### src/rtl/cda_pkg.sv
package cda_pkg;
  localparam int ADDR_W = 3;

  localparam logic [ADDR_W-1:0] ADR_COUNT  = 3'd0;
  localparam logic [ADDR_W-1:0] ADR_RUN    = 3'd1;
  localparam logic [ADDR_W-1:0] ADR_IRQEN  = 3'd2;
  localparam logic [ADDR_W-1:0] ADR_STATUS = 3'd3;
  localparam logic [ADDR_W-1:0] ADR_WAKE   = 3'd4;

  typedef struct packed {
    logic load;
    logic dec;
  } dpStrobe_t;
endpackage

### src/rtl/cda_datapath.sv
module cda_datapath
  import cda_pkg::*;
#(
  parameter int CNT_W = 32
) (
  input  logic             clk,
  input  logic             rst,
  input  dpStrobe_t        strb,
  input  logic [CNT_W-1:0] loadVal,
  output logic [CNT_W-1:0] count,
  output logic             expire
);
  localparam logic [CNT_W-1:0] ONE = CNT_W'(1);

  logic isZero;
  logic stepOk;

  assign isZero = (count == '0);
  // A load in the same cycle beats the tick.
  assign stepOk = strb.dec && !isZero && !strb.load;
  assign expire = stepOk && (count == ONE);

  always_ff @(posedge clk) begin
    if (rst) begin
      count <= '0;
    end else if (strb.load) begin
      count <= loadVal;
    end else if (stepOk) begin
      count <= count - ONE;
    end
  end

  AST_COUNT_STEP: assert property (@(posedge clk) disable iff (rst)
    (!$past(strb.load) && (count != $past(count))) |-> (count == $past(count) - ONE));
  AST_COUNT_HOLD: assert property (@(posedge clk) disable iff (rst)
    (!strb.load && !strb.dec) |=> $stable(count));
  AST_ZERO_STAYS: assert property (@(posedge clk) disable iff (rst)
    (isZero && !strb.load) |=> (count == '0));
endmodule

### src/rtl/cda_ctrl.sv
module cda_ctrl
  import cda_pkg::*;
#(
  parameter int DATA_W = 32,
  parameter int CNT_W  = 32
) (
  input  logic              clk,
  input  logic              rst,
  input  logic              regWe,
  input  logic [ADDR_W-1:0] regAddr,
  input  logic [DATA_W-1:0] regWdata,
  output logic [DATA_W-1:0] regRdata,
  input  logic              secTick,
  input  logic [CNT_W-1:0]  count,
  input  logic              expire,
  output dpStrobe_t         strb,
  output logic [CNT_W-1:0]  loadVal,
  output logic              irqOut,
  output logic              wakeOut
);
  logic runEn, irqEn, wakeEn, pending;
  logic clrReq;

  assign clrReq       = regWe && (regAddr == ADR_STATUS) && regWdata[0];
  assign strb.load    = regWe && (regAddr == ADR_COUNT);
  assign strb.dec     = secTick && runEn;
  assign loadVal      = regWdata[CNT_W-1:0];
  assign irqOut       = pending && irqEn;
  assign wakeOut      = pending && wakeEn;

  always_ff @(posedge clk) begin
    if (rst) begin
      runEn  <= 1'b0;
      irqEn  <= 1'b0;
      wakeEn <= 1'b0;
    end else if (regWe) begin
      if (regAddr == ADR_RUN)   runEn  <= regWdata[0];
      if (regAddr == ADR_IRQEN) irqEn  <= regWdata[0];
      if (regAddr == ADR_WAKE)  wakeEn <= regWdata[0];
    end
  end

  // Expiry has priority over a clear in the same cycle.
  always_ff @(posedge clk) begin
    if (rst)         pending <= 1'b0;
    else if (expire) pending <= 1'b1;
    else if (clrReq) pending <= 1'b0;
  end

  always_comb begin
    regRdata = '0;
    case (regAddr)
      ADR_COUNT:  regRdata = DATA_W'(count);
      ADR_RUN:    regRdata[0] = runEn;
      ADR_IRQEN:  regRdata[0] = irqEn;
      ADR_STATUS: regRdata[0] = pending;
      ADR_WAKE:   regRdata[0] = wakeEn;
      default:    regRdata = '0;
    endcase
  end

  AST_PEND_SET: assert property (@(posedge clk) disable iff (rst)
    expire |=> pending);
  AST_PEND_STICKY: assert property (@(posedge clk) disable iff (rst)
    (pending && !clrReq) |=> pending);
  AST_SET_WINS: assert property (@(posedge clk) disable iff (rst)
    (expire && clrReq) |=> pending);
  AST_NO_SPURIOUS: assert property (@(posedge clk) disable iff (rst)
    (!pending && !expire) |=> !pending);
endmodule

### src/rtl/countdown_alarm.sv
module countdown_alarm
  import cda_pkg::*;
#(
  parameter int DATA_W = 32,
  parameter int CNT_W  = 32
) (
  input  logic              clk,
  input  logic              rst,
  input  logic              regWe,
  input  logic [2:0]        regAddr,
  input  logic [DATA_W-1:0] regWdata,
  output logic [DATA_W-1:0] regRdata,
  input  logic              secTick,
  output logic              irqOut,
  output logic              wakeOut
);
  dpStrobe_t        strb;
  logic [CNT_W-1:0] count;
  logic [CNT_W-1:0] loadVal;
  logic             expire;

  cda_ctrl #(.DATA_W(DATA_W), .CNT_W(CNT_W)) u_ctrl (
    .clk(clk), .rst(rst), .regWe(regWe), .regAddr(regAddr),
    .regWdata(regWdata), .regRdata(regRdata), .secTick(secTick),
    .count(count), .expire(expire), .strb(strb), .loadVal(loadVal),
    .irqOut(irqOut), .wakeOut(wakeOut)
  );

  cda_datapath #(.CNT_W(CNT_W)) u_dp (
    .clk(clk), .rst(rst), .strb(strb), .loadVal(loadVal),
    .count(count), .expire(expire)
  );

  AST_IRQ_NEEDS_EXPIRY: assert property (@(posedge clk) disable iff (rst)
    $rose(irqOut) |-> ($past(expire) || $past(regWe)));
endmodule

### config.mk
export PLATFORM = sky130hd
export DESIGN_NAME = countdown_alarm
export DESIGN_NICKNAME = d
export VERILOG_FILES = /design/src/rtl/cda_pkg.sv /design/src/rtl/cda_datapath.sv /design/src/rtl/cda_ctrl.sv /design/src/rtl/countdown_alarm.sv
export SDC_FILE = /design/constraint.sdc
export NUM_CORES = 1
export LEC_CHECK = 0
export BUFFER_PORTS_ARGS = -buffer_cell sky130_fd_sc_hd__buf_2
export CORE_MARGIN = 1
export CORE_UTILIZATION = 52
export DETAILED_ROUTE_END_ITERATION = 12
export PLACE_DENSITY = 0.81
export RECOVER_POWER = 100
export SLEW_MARGIN = 20
export SYNTH_ARGS = -nofsm -noshare
export SYNTH_HDL_FRONTEND = slang
export SYNTH_SLANG_ARGS = --single-unit
### constraint.sdc
create_clock -name clk -period 3.2 [get_ports clk]
set_input_delay 0.64 -clock clk [delete_from_list [all_inputs] [get_ports clk]]
set_output_delay 0.64 -clock clk [all_outputs]
set_load 0.02 [all_outputs]
==> flow_metrics.env <==
export IMPL_status="finished, violations left"
export IMPL_violations="max-capacitance violations, max-slew violations"
export IMPL_slew_headroom=-0.119
export IMPL_grt_pass1_wl_mm=9.91
export IMPL_synth_fp_nets=336
export IMPL_place_ws_ns=0.670
export IMPL_die_h_um=70.2
export IMPL_synth_compound_area_frac=0.141
export IMPL_hold_path_startpoint="u_dp.count[18]"
export IMPL_htreeDepth=2
export IMPL_wl_met2_mm=2.78
export IMPL_dr_pass1_iters=4
export IMPL_clk_latency_ns=0.29
export IMPL_cts_tree="built"
export IMPL_cap_violations=1
export IMPL_syn2layout_area_growth_pct=16.6
export IMPL_max_freq_ghz=0.374
export IMPL_maxSlewViolCount=38
export IMPL_grt_pass1_vias=2129
export IMPL_synthCells=295
export IMPL_cts_setup_buffers=0
export IMPL_avgSynthCellArea_um2=8.21
export IMPL_fin_ws_ns=0.526
export IMPL_yosys_area_share_simple=0.408
export IMPL_hpwl_mm=4.11
export IMPL_grt_antenna_before_repair=0
export IMPL_dp_cells=403
export IMPL_dpl_cell_area_mm2=0.00280
export IMPL_p_leak_nw=1.10
export IMPL_crit_path_max_fanout=6
export IMPL_synth_edff_count=0
export IMPL_drt_vias_per_instance=5.85
export IMPL_totalWireLength_mm=5.80
export IMPL_gr_total_overflow=0
export IMPL_min_path_type="flip-flop to flip-flop"
export IMPL_post_synth_top_count_cell="nor2_1"
export IMPL_coreArea_mm2=0.00441
export IMPL_root_buffer="clkbuf_8"
export IMPL_synth_largest_area_cell="dfxtp_1"
export IMPL_synth_xor_area_share=0.0868
export IMPL_synth_top_cell_area_share=0.298
export IMPL_synth_adder_area_share=0.0103
export IMPL_place_gp_congestion=0.887
export IMPL_crit_type="flip-flop to flip-flop"
export IMPL_cp_end_kind="flip-flop"
export IMPL_numPortBuffers=72
export IMPL_fin_crit_sh=0.836
export IMPL_r2r_start="u_dp.count[19]"
export IMPL_die_w_um=70.2
export IMPL_finalCriticalPeriod_ns=2.67
export IMPL_first_iter_violations=107
export IMPL_top_layer_used="met4"
export IMPL_synthTopCellsByCount="nor2_1 (47), and2_1 (36), dfxtp_1 (36)"
export IMPL_tns_ns=0
export IMPL_synth_ff_type="dfxtp_1"
export IMPL_wl_met3_um=303
export IMPL_die_area_mm2=0.00493
export IMPL_setup_violations_final=0
export IMPL_wl_per_cell_um=14.2
export IMPL_grt_usage=0.245
export IMPL_ys_warn_count=0
export IMPL_peakVddDrop_mv=0.215
export IMPL_cts_repair_resized=0
export IMPL_arrival_ns=2.77
export IMPL_synthTopCellsByArea="dfxtp_1 (30%), and2_1 (9.3%), a211oi_1 (7.8%)"
export IMPL_nets=399
export IMPL_ant_nets=0
export IMPL_vias=2399
export IMPL_required_ns=3.30
export IMPL_synth_seq_area_share=0.298
export IMPL_rows=24
export IMPL_hold_buffers=0
export IMPL_path_clk_slew_ns=0.07
export IMPL_p_per_area_mw_per_mm2=375
export IMPL_cts_buffers=5
export IMPL_synth_async_reset_ratio=0
export IMPL_drc=0
export IMPL_synth_cell_type_count=43
export IMPL_startpoint_type="flip-flop"
export IMPL_worst_slew_pin_slew_ns=1.68
export IMPL_final_hold_violation_count=0
export IMPL_start_util=0.548
export IMPL_n_antenna_cell=0
export IMPL_grt_max_degree=38
export IMPL_synth_seq_cells=36
export IMPL_met1_length_mm=2.66
export IMPL_clk_path_buf_depth=2
export IMPL_netlist_area_mm2=0.00242
export IMPL_fin_area_mm2=0.00282
export IMPL_synth_top_family_by_area="simple AND/OR/NAND/NOR gates"
export IMPL_grt_setup_unrepaired="false"
export IMPL_finClkSkew_ns=0.00253
export IMPL_cts_sinks=36
export IMPL_design_portCount=73
export IMPL_startpoint="u_dp.count[19]"
export IMPL_stdcell_count=410
export IMPL_synthMuxAreaShare=0.0165
export IMPL_utilization=0.640
export IMPL_drive_gt1_frac=0.207
[path summary, 6_finish.rpt]
check | endpoint | slack [ns] | cells past startpoint
max | u_dp.count[10] | 0.53 | 6
min | u_dp.count[18] | 0.51 | 2
max reg2reg | u_dp.count[10] | 0.53 | 6
min reg2reg | u_dp.count[18] | 0.51 | 2
[worst max-delay path, cell delays in order, from the launching register on]
cell and delay [ns]:
dfxtp_1 0.35, or4_1 0.63, or3_1 0.42, nor4_2 0.64, nor3_1 0.14, xnor2_1 0.21, a211oi_1 0.09
[area by class of cell]
type	instances	area (um^2)
Fill cell	416	1590
Multi-Input combinational cell	236	1570
Sequential cell	36	721
Timing Repair Buffer	76	362
Clock buffer	7	96.3
Tap cell	52	65.1
Inverter	3	11.3
[cell families (layout without fill, tap and decap cells)]
| group | Yosys count | count (layout) |
|---|---|---|
| compound gates | 42 | 42 |
| xor+xnor | 24 | 24 |
| fa+ha+maj | 2 | 2 |
| buf+inv | 23 | 86 |
| flops | 36 | 36 |
| mux | 4 | 4 |
| simple gates | 164 | 164 |
[stage by stage]
step                hold slack [ns]  total power [W]
global route                  0.542          0.00111
CTS                           0.515          0.00108
global placement              0.497         0.000728
floorplan                     0.471         0.000672
detailed placement            0.504         0.000733
finish                        0.509          0.00106
[where the power goes]
group / switching [W] / internal, W
logic: 0.000129 / 0.0000872
registers: 0.0000265 / 0.000466
clock network: 0.000159 / 0.000192
[flip-flops by register name (all words and copies together) (netlist names)]
name            count
u_dp.count         32
u_ctrl.runEn        1
u_ctrl.irqEn        1
u_ctrl.pending      1
u_ctrl.wakeEn       1
[per-layer routing]
layer  global-route usage  vias to the layer above
met1                0.332                     1125
met3               0.0476                        7
li1                     -                     1199
met2                0.400                       68
met4               0.0578                        0
met5                    0                        -
[cell usage in the layout, fill, tap and decap left out, drive strengths merged, types with 5 or more instances in the layout]
| master | count |
|---|---|
| dfxtp | 36 |
| nand2 | 9 |
| nor4 | 10 |
| a211oi | 25 |
| or4 | 6 |
| xnor2 | 7 |
| nand4 | 9 |
| and2 | 37 |
| a311oi | 5 |
| xor2 | 17 |
| buf | 54 |
| nor3 | 15 |
| clkbuf | 29 |
| nor2 | 47 |
| nand3 | 10 |
No activity file was read; power rests on OpenSTA's default activity.
